File: src/rtl/shake_rx_pkg.sv
package shake_rx_pkg;

  // Strobes from the control unit to the datapath
  typedef struct packed {
    logic shiftEn;    // shift one synchronised data bit in
    logic loadHold;   // copy the shift register to the holding register
    logic bumpCount;  // advance the stored-byte counter
  } rxStrobe_t;

endpackage

File: src/rtl/shake_rx_sync.sv
module shake_rx_sync #(
  parameter int STAGES = 2,
  parameter int W      = 2
) (
  input  logic         clk,
  input  logic         rstN,
  input  logic [W-1:0] din,
  output logic [W-1:0] dout
);

  logic [W-1:0] stage [STAGES];

  genvar i;
  generate
    for (i = 0; i < STAGES; i++) begin : gStage
      if (i == 0) begin : gFirst
        always_ff @(posedge clk or negedge rstN) begin
          if (!rstN) stage[0] <= '0;
          else       stage[0] <= din;
        end
      end else begin : gNext
        always_ff @(posedge clk or negedge rstN) begin
          if (!rstN) stage[i] <= '0;
          else       stage[i] <= stage[i-1];
        end
      end
    end
  endgenerate

  assign dout = stage[STAGES-1];

endmodule

File: src/rtl/shake_rx_ctrl.sv
module shake_rx_ctrl
  import shake_rx_pkg::*;
#(
  parameter int DATA_W = 8
) (
  input  logic       clk,
  input  logic       rstN,
  input  logic       serClkSync,
  input  logic       rxReady,
  output rxStrobe_t  strobe,
  output logic       rxValid,
  output logic       hsOut,
  output logic       overrun
);

  localparam int BIT_W = (DATA_W > 1) ? $clog2(DATA_W) : 1;
  localparam logic [BIT_W-1:0] LAST_BIT = BIT_W'(DATA_W - 1);

  logic             clkPrev;
  logic [BIT_W-1:0] bitCnt;
  logic             byteDone;
  logic             clkRise;
  logic             lastBit;
  logic             take;

  assign clkRise = serClkSync & ~clkPrev;
  assign lastBit = clkRise && (bitCnt == LAST_BIT);
  assign take    = rxValid & rxReady;

  assign strobe.shiftEn   = clkRise;
  assign strobe.loadHold  = byteDone & ~rxValid;
  assign strobe.bumpCount = byteDone & ~rxValid;

  always_ff @(posedge clk or negedge rstN) begin
    if (!rstN) begin
      clkPrev  <= 1'b0;
      bitCnt   <= '0;
      byteDone <= 1'b0;
      rxValid  <= 1'b0;
      hsOut    <= 1'b0;
      overrun  <= 1'b0;
    end else begin
      clkPrev  <= serClkSync;
      byteDone <= lastBit;
      if (lastBit)      bitCnt <= '0;
      else if (clkRise) bitCnt <= bitCnt + 1'b1;
      if (strobe.loadHold) begin
        rxValid <= 1'b1;
        hsOut   <= ~hsOut;
      end else if (take) begin
        rxValid <= 1'b0;
      end
      if (byteDone && rxValid) overrun <= 1'b1;
    end
  end

  // the handshake only moves in the cycle a byte becomes valid
  assert_hs_with_load_R3: assert property (@(posedge clk) disable iff (!rstN)
    (hsOut != $past(hsOut)) |-> (rxValid && !$past(rxValid)));

  // overrun is sticky until reset
  assert_overrun_sticky_R5: assert property (@(posedge clk) disable iff (!rstN)
    $past(overrun) |-> overrun);

  // bit counter stays within one byte
  assert_bitcnt_range_R2: assert property (@(posedge clk) disable iff (!rstN)
    (32'(bitCnt) < DATA_W));

endmodule

File: src/rtl/shake_rx_dp.sv
module shake_rx_dp
  import shake_rx_pkg::*;
#(
  parameter int DATA_W = 8,
  parameter int CNT_W  = 8
) (
  input  logic              clk,
  input  logic              rstN,
  input  logic              serDataSync,
  input  rxStrobe_t         strobe,
  output logic [DATA_W-1:0] rxData,
  output logic [CNT_W-1:0]  byteCount
);

  logic [DATA_W-1:0] shiftReg;

  always_ff @(posedge clk or negedge rstN) begin
    if (!rstN) begin
      shiftReg  <= '0;
      rxData    <= '0;
      byteCount <= '0;
    end else begin
      if (strobe.shiftEn)   shiftReg  <= {shiftReg[DATA_W-2:0], serDataSync};
      if (strobe.loadHold)  rxData    <= shiftReg;
      if (strobe.bumpCount) byteCount <= byteCount + 1'b1;
    end
  end

  // the counter moves by exactly one step
  assert_count_step_R6: assert property (@(posedge clk) disable iff (!rstN)
    (byteCount != $past(byteCount)) |-> (byteCount == $past(byteCount) + 1'b1));

endmodule

File: src/rtl/shake_byte_rx.sv
module shake_byte_rx
  import shake_rx_pkg::*;
#(
  parameter int DATA_W      = 8,
  parameter int CNT_W       = 8,
  parameter int SYNC_STAGES = 2
) (
  input  logic              clk,
  input  logic              rstN,
  input  logic              serClk,
  input  logic              serData,
  output logic [DATA_W-1:0] rxData,
  output logic              rxValid,
  input  logic              rxReady,
  output logic              hsOut,
  output logic              overrun,
  output logic [CNT_W-1:0]  byteCount
);

  logic [1:0] syncOut;
  rxStrobe_t  strobe;

  shake_rx_sync #(.STAGES(SYNC_STAGES), .W(2)) uSync (
    .clk  (clk),
    .rstN (rstN),
    .din  ({serClk, serData}),
    .dout (syncOut)
  );

  shake_rx_ctrl #(.DATA_W(DATA_W)) uCtrl (
    .clk        (clk),
    .rstN       (rstN),
    .serClkSync (syncOut[1]),
    .rxReady    (rxReady),
    .strobe     (strobe),
    .rxValid    (rxValid),
    .hsOut      (hsOut),
    .overrun    (overrun)
  );

  shake_rx_dp #(.DATA_W(DATA_W), .CNT_W(CNT_W)) uDp (
    .clk         (clk),
    .rstN        (rstN),
    .serDataSync (syncOut[0]),
    .strobe      (strobe),
    .rxData      (rxData),
    .byteCount   (byteCount)
  );

  // an untaken byte stays valid and unchanged
  assert_hold_stable_R4: assert property (@(posedge clk) disable iff (!rstN)
    (rxValid && !rxReady) |=> (rxValid && $stable(rxData)));

  // a taken byte is released on the next cycle
  assert_take_clears_R4: assert property (@(posedge clk) disable iff (!rstN)
    (rxValid && rxReady) |=> !rxValid);

endmodule

File: config.mk
export PLATFORM = sky130hd
export DESIGN_NAME = shake_byte_rx
export DESIGN_NICKNAME = d
export VERILOG_FILES = /design/src/rtl/shake_rx_pkg.sv /design/src/rtl/shake_rx_sync.sv /design/src/rtl/shake_rx_ctrl.sv /design/src/rtl/shake_rx_dp.sv /design/src/rtl/shake_byte_rx.sv
export SDC_FILE = /design/constraint.sdc
export NUM_CORES = 1
export LEC_CHECK = 0
export CAP_MARGIN = 10
export CORE_MARGIN = 2
export CORE_UTILIZATION = 40
export CTS_CLUSTER_DIAMETER = 80
export CTS_CLUSTER_SIZE = 16
export DETAILED_ROUTE_END_ITERATION = 8
export PLACE_DENSITY = 0.66
export SLEW_MARGIN = 10
export SYNTH_ARGS = -nofsm -noshare
export SYNTH_HDL_FRONTEND = slang
export SYNTH_SLANG_ARGS = --single-unit
File: constraint.sdc
create_clock -name clk -period 1.4 [get_ports clk]
set_input_delay 0.28 -clock clk [delete_from_list [all_inputs] [get_ports clk]]
set_output_delay 0.28 -clock clk [all_outputs]
set_load 0.02 [all_outputs]
# Word level (Yosys, flattened, before mapping)
# Index checks and enable logic that the tools add are counted.
# word_totals
reg_bits	36
in_bits	5
out_inout_bits	19
wordCells	28
# classes
n_addsub	2
n_eq_ne	1
muxes	4
n_bitwise	6
reduce_logical	4
# ops
operator	count
$add 8x1->8 const B	1
$mux 3	2
$reduce_bool 2->1	2
$add 3x1->3 const B	1
$and 1x1->1	3
$eq 3x3->1 const B	1
$not 1->1	3
$logic_and 1x1->1	2
$mux 1	2

# Longest topological paths before layout
# Gate-level depths: netlist of the first run.
# logic_depth
word_depth	4
ltp_mapped	4
ltp_nobuf	4

# Cells and area by module
# A second synthesis of the first run with hierarchy kept.
# unflattened
cells_unflattened	90
hier_area_um2	1393.8
# by_module_without_submodules
mod	n_inst	cells_per_inst	area_each_um2	seq_area_each_um2
shake_rx_dp	1	60	928.4	600.6
shake_rx_ctrl	1	24	350.3	200.2
shake_rx_sync	1	6	115.1	100.1

# Least setup slack after synthesis of the first run
# OpenSTA, ideal clock, no wires.
# synth_path
path_type	register -> register
startpoint	reg uCtrl.rxValid
endpoint	reg uDp.rxData[2]
setup_time_ns	0.125
arrival_time_ns	1.191
required_ns	1.275
slack_ns	0.083
path_stages_with_launch	4
n_path_buf	1
period_less_slack_ns	1.317
path_cell_list	dfrtp_1 > and2b_4 > buf_12 > mux2_4
# synth_between
elab_chain_cells	2
# synth_rtl
item	line	rtl
start, declared	shake_rx_ctrl.sv:11	output logic rxValid,
start signal, assigned	shake_rx_ctrl.sv:39	rxValid <= 1'b0;
start signal, assigned	shake_rx_ctrl.sv:48	rxValid <= 1'b1;
start signal, assigned	shake_rx_ctrl.sv:51	rxValid <= 1'b0;
$not 1->1	shake_rx_ctrl.sv:31	assign strobe.loadHold = byteDone & ~rxValid;
$and 1x1->1	shake_rx_ctrl.sv:31	
end signal, assigned	shake_rx_dp.sv:24	if (strobe.loadHold) rxData <= shiftReg;
end, declared	shake_rx_dp.sv:11	output logic [DATA_W-1:0] rxData,
# No other way between the ends.
# A chain may end at the register's enable or synchronous reset.

# Final worst setup path of the first run
# layout_path
startpoint	reg uDp.byteCount[3]
endpoint	out byteCount[3]
# layout_lines
item	line	rtl
start, declared	shake_rx_dp.sv:12	output logic [CNT_W-1:0] byteCount
start signal, assigned	shake_rx_dp.sv:25	if (strobe.bumpCount) byteCount <= byteCount + 1'b1;
end, declared	shake_byte_rx.sv:17	output logic [CNT_W-1:0] byteCount
# No word-level cell between the ends.

==> metrics.txt, run 1 <==
Seq pwr share=~51%; Place WS=between 0.08 and 0.09 ns; commonest non-fill, non-tap cell in the layout=dfrtp_1; worst flop-to-flop path endpoint=uDp.rxData[1]; commonest non-fill, non-tap cells in the layout=dfrtp_1, mux2_2, dlygate4sd2_1; Fmax achieved=740 MHz; CTS buffer count=5; H-tree level count=2; Worst setup EP type=primary output; Clk pwr share=19.6%; Core Region=~3400 um2; Slowest cell on crit path=dfrtp_1; cell area power density=1650 nW/um2; combinational power share=29.4%; Crit path largest cell delay=between 0.4 and 0.5 ns; Synth cell types=22; crit path time final=1.35 ns; clock slew at reported path FFs=around 0.11 ns; drt drc=0; Buffers on Ports=23; Slew @ Worst Pin=0.245 ns; Slew Limit Fails=0; Design Area, Final=around 1800 um2; fin nets=132; # setup viols final=0; worst hold path type=input port to async pin; leakage=approximately 0.9 nW; overall power=approximately 2.9 mW; Yosys reg bits=36; largest net degree at the start of global routing=37; worst vdd ir=971 uV; vias in the first global route=850; Int Pwr=2.01 mW; CP top delay family=flip-flops; site row count=21; Post-Syn Instances=90; CP Buf/Inv Count=1; Filler cells=approximately 330; antenna violations before repair=0; setup ws final=0.0479 ns; Fin. Hold Viols=0; switching share of power=a little under a third; setup skew after layout=between 0.009 and 0.01 ns; GRT Util Overall=about an eighth; Syn Area/Cell=roughly 16 um2; Net Count, Synth=~100; final setup TNS=0 ns; Initial Util=between 40% and 50%; Crit Reg-Reg Startpoint=uCtrl.rxValid; Max-Cap Viols=0; critical path arrival=approximately 1.1 ns; Routed wire per std cell=12.4 um; Root Buffer=clkbuf_4; ant diodes=0; clk_lat worst skew=0.33 ns; Post-CTS Resized=20; RSZ-0062 raised after global routing=no; grt ovf=0; type of origin of the critical path=register; run status=complete, no violations; Seq/Total Area, Yosys=between 60% and 70%; Die Area=4030 um2; share of cells above drive strength 1=between 30% and 40%; clock sinks=36; hpwl dp=around 1500 um; Die Wd=around 63 um; slew margin rel.=between 80% and 90%; clk buf depth=2; yosys warns=0; crit-path max FO=3; hold buffers post-CTS=0; sw power=0.895 mW; post-CTS setup buffers=0; antenna-violating nets left=0; DRT iter0 DRCs=9; num ports=24; Area growth, synth to finish=24.6%; worst path required time=1.12 ns; Finished Core Util=between 50% and 60%; Die Y=about 63 um; Worst Reg2Reg Path Length in Cells=2; TritonCTS clock tree=done; setup slack, reg-to-reg=0.09 ns; first-pass GRT wire length=3850 um; post-DR vias/cell=4.56; cell chain of the critical path=clkdlybuf4s15_1; Initial DRT Pass Iterations=2; global placement routability congestion=between 0.6 and 0.7; final worst path period share=between 90 and 100%; Worst Path Class, Setup=register to primary output; Syn Std Cell Area=1420 um2; DRT Wirelength=2120 um; placed cell area=~1700 um2; vias post-DR=between 700 and 800
kinds of logic after synthesis:
logic type	after synthesis	share of synthesized area [%]
buffers and inverters	5	2.74
XOR/XNOR	8	4.95
AO/OA/AOI/OAI	3	1.24
adder cells (fa/ha/maj)	3	2.65
multiplexers	19	16.7
AND/OR/NAND/NOR	16	8.05
flip-flops	36	63.7
area by class of cell:
type | instances | area (um2) | share of cell area, %
tap | 46 | 57.6 | 3.26
timing repair buffer | 29 | 256 | 14.5
clock buffer | 6 | 51.3 | 2.91
clock inverter | 2 | 10.0 | 0.568
sequential | 36 | 901 | 51.1
multi-input combinational | 49 | 475 | 27.0
inverter | 3 | 11.3 | 0.639
how the worst max path moves through the flow:
stage,start,end,slack [ns],depth (start not counted)
after detailed placement,uCtrl.rxValid,uDp.rxData[1],0.09,2
final,uDp.byteCount[3],byteCount[3],0.05,1
after global routing,uDp.byteCount[3],byteCount[3],0.0007,1
after floorplan,uCtrl.rxValid,uDp.rxData[2],0.08,3
after CTS,uDp.byteCount[5],byteCount[5],0.005,1
after global placement,uCtrl.rxValid,uDp.byteCount[1],0.13,2
power groups by stage:
stage	combinational (mW)	sequential [mW]	clock (mW)
after floorplan	0.371	1.66	0
after global placement	0.941	1.50	0
after detailed placement	0.964	1.52	0
after CTS	0.873	1.49	0.603
after global routing	0.950	1.52	0.642
final	0.854	1.48	0.570
per-stage QoR:
stage | hold WS [ns] | cells
2_1_floorplan | -0.0156 | 90
3_3_place_gp | 0.336 | 163
3_5_place_dp | 0.340 | 163
4_1_cts | 0.296 | 171
5_1_grt | 0.292 | 171
6_report | 0.298 | 171
state kept, by name, summed over array words and instances (netlist names):
register,cells
uSync.stage,2
uCtrl.overrun,1
uCtrl.byteDone,1
uCtrl.hsOut,1
uCtrl.rxValid,1
uSync.dout,2
uCtrl.clkPrev,1
uDp.byteCount,8
uDp.rxData,8
uCtrl.bitCnt,3
uDp.shiftReg,8
cell usage after synthesis (all sizes together):
cell | instances | share of area [%]
dfrtp | 36 | 64
mux2 | 19 | 17
xor2 | 5 | 3.1
nand2 | 4 | 1.1
ha | 3 | 2.7
inv | 3 | 0.80
xnor2 | 3 | 1.9
buf | 2 | 1.9
nor2 | 2 | 0.53
nor3 | 2 | 1.4
o21ai | 2 | 0.71
a21o | 1 | 0.53
and2 | 1 | 0.44
and2b | 1 | 0.71
nand3 | 1 | 0.35
nand3b | 1 | 0.53
nand4 | 1 | 0.88
nand4b | 1 | 1.1
nor2b | 1 | 0.62
or2 | 1 | 0.44
layer usage:
metal	track usage, %	vias up	wire (um)
li1	-	370	-
met1	14.7	391	926
met2	20.7	17	1060
met3	5.18	2	128
met4	4.89	0	12
met5	0	-	0
No activity file was read; power rests on OpenSTA's default activity.
==> run 2: changes to the inputs <==
Settings changed: ABC_CLOCK_PERIOD_IN_PS set to 1400.
==> results of run 2 <==
No change in the layout: final DEF, timing and power equal those of run 1.
==> run 3: changes to the inputs <==
Settings changed: PLACE_DENSITY 0.66 to unset.
==> run 3 against run 2 <==
Compared with the run above: total power up 0.42%; cell count up 0.58%; count of clock-buffer cells in the layout up 1; routed wire length down 2.3%; critical path depth unchanged; die area unchanged.
==> metrics.txt, run 3 (synthesis gave the netlist of run 1 again) <==
hold_sp=serData; run status=complete, no violations; Worst Reg2Reg Path Length in Cells=2; global placement routability congestion=0.708; Die Y=approximately 63 um; cell area power density=roughly 1600 nW/um2; Die Wd=63.5 um; vias in the first global route=roughly 790; fin nets=between 100 and 150; commonest non-fill, non-tap cells in the layout=dfrtp_1, mux2_2, dlygate4sd2_1; TritonCTS clock tree=done; Die Area=between 4000 and 5000 um2; clock slew at reported path FFs=approximately 0.11 ns; Filler cells=328; type of origin of the critical path=register; post-CTS setup buffers=0; largest net degree at the start of global routing=20; Initial DRT Pass Iterations=2; Buffers on Ports=23; clock sinks=36; Worst setup EP type=primary output; Slowest cell on crit path=dfrtp_1; first-pass GRT wire length=roughly 3700 um; H-tree level count=2; Routed wire per std cell=roughly 12 um; worst path required time=roughly 1.1 ns; setup skew after layout=0.00758 ns; site row count=21; ant diodes=0; Fin Hold WS=approximately 0.36 ns; worst flop-to-flop path endpoint=uDp.byteCount[1]; drt drc=0; share of cells above drive strength 1=33.3%; worst hold path type=input port to register; Crit path largest cell delay=0.40 ns; antenna-violating nets left=0; clk_lat worst skew=about 0.35 ns; clk buf depth=2; Worst Path Class, Setup=register to primary output; Placed Cells=around 160; vias post-DR=slightly below 800; Area growth, synth to finish=25.3%; post-DR vias/cell=between 4 and 5; # setup viols final=0; Min-Delay Path Depth=1; grt ovf=0; Max-Cap Viols=0; top flop regs=uDp.byteCount (8), uDp.rxData (8), uDp.shiftReg (8); DRT Wirelength=around 2100 um; CTS buffer count=5; num ports=24; cell chain of the critical path=dlygate4sd2_1; Core Region=3360 um2; worst vdd ir=~680 uV; slew margin rel.=between 70 and 80%; commonest non-fill, non-tap cell in the layout=dfrtp_1; Fmax achieved=between 700 and 800 MHz; Root Buffer=clkbuf_4; Crit Reg-Reg Startpoint=uCtrl.rxValid; final worst path period share=96.5%; critical path arrival=around 1.1 ns; Initial Util=between 40 and 50%; crit-path max FO=2; GRT Util Overall=12.5%; hpwl dp=between 1500 and 2000 um; leakage=between 0.8 and 0.9 nW; Slew @ Worst Pin=roughly 0.45 ns; antenna violations before repair=0; CP Buf/Inv Count=1; final setup TNS=0 ns; Finished Core Util=52.7%; Hold Path End=uSync.stage[2]; Fin. Hold Viols=0; CP top delay family=flip-flops; setup slack, reg-to-reg=about 0.08 ns; placed cell area=1730 um2; Slew Limit Fails=0; Design Area, Final=approximately 1800 um2; crit path time final=about 1.4 ns; Finished Layout Cells=172; Worst Setup SP=uCtrl.hsOut; RSZ-0062 raised after global routing=no; DRT iter0 DRCs=16
==> run 3: layout make-up <==
class | instances | area (um2) | area share (%)
clock buffer | 7 | 55.1 | 3.11
clock inverter | 1 | 7.51 | 0.423
inverter | 3 | 11.3 | 0.635
multi-input combinational | 49 | 475 | 26.8
sequential | 36 | 901 | 50.8
tap | 46 | 57.6 | 3.25
timing repair buffer | 30 | 265 | 15.0
==> run 3: per-stage QoR <==
step	worst slack, ns	power, mW
floorplan	0.0834	2.03
global placement	0.116	2.44
detailed placement	0.0972	2.47
CTS	0.00481	2.96
global route	0.000212	3.11
finish	0.0494	2.91
==> run 3: timing repair <==
item	CTS	global route
gates resized for setup	20	11
endpoints found under the hold margin	18	0
endpoints found under the setup margin	19	9
hold buffers	1	0
==> run 3: how the worst max path moves through the flow <==
stage	cells after the start	endpoint	slack [ns]
floorplan	3	uDp.rxData[2]	0.08
global placement	2	uDp.byteCount[1]	0.12
detailed placement	2	uDp.byteCount[1]	0.1
CTS	1	byteCount[5]	0.005
global route	1	byteCount[7]	0.0002
finish	1	hsOut	0.05
==> run 3: report_power, final <==
group          internal (mW)  total (mW)  switching [mW]
registers               1.31        1.48           0.162
clock network          0.246       0.585           0.339
logic                  0.461       0.854           0.393
==> run 3: metal layers <==
metal	part of all wire, %	GRT usage, %
met5	0	0
met4	2.6	7.34
met3	5.8	5.36
met2	48	18.9
met1	43	14.7
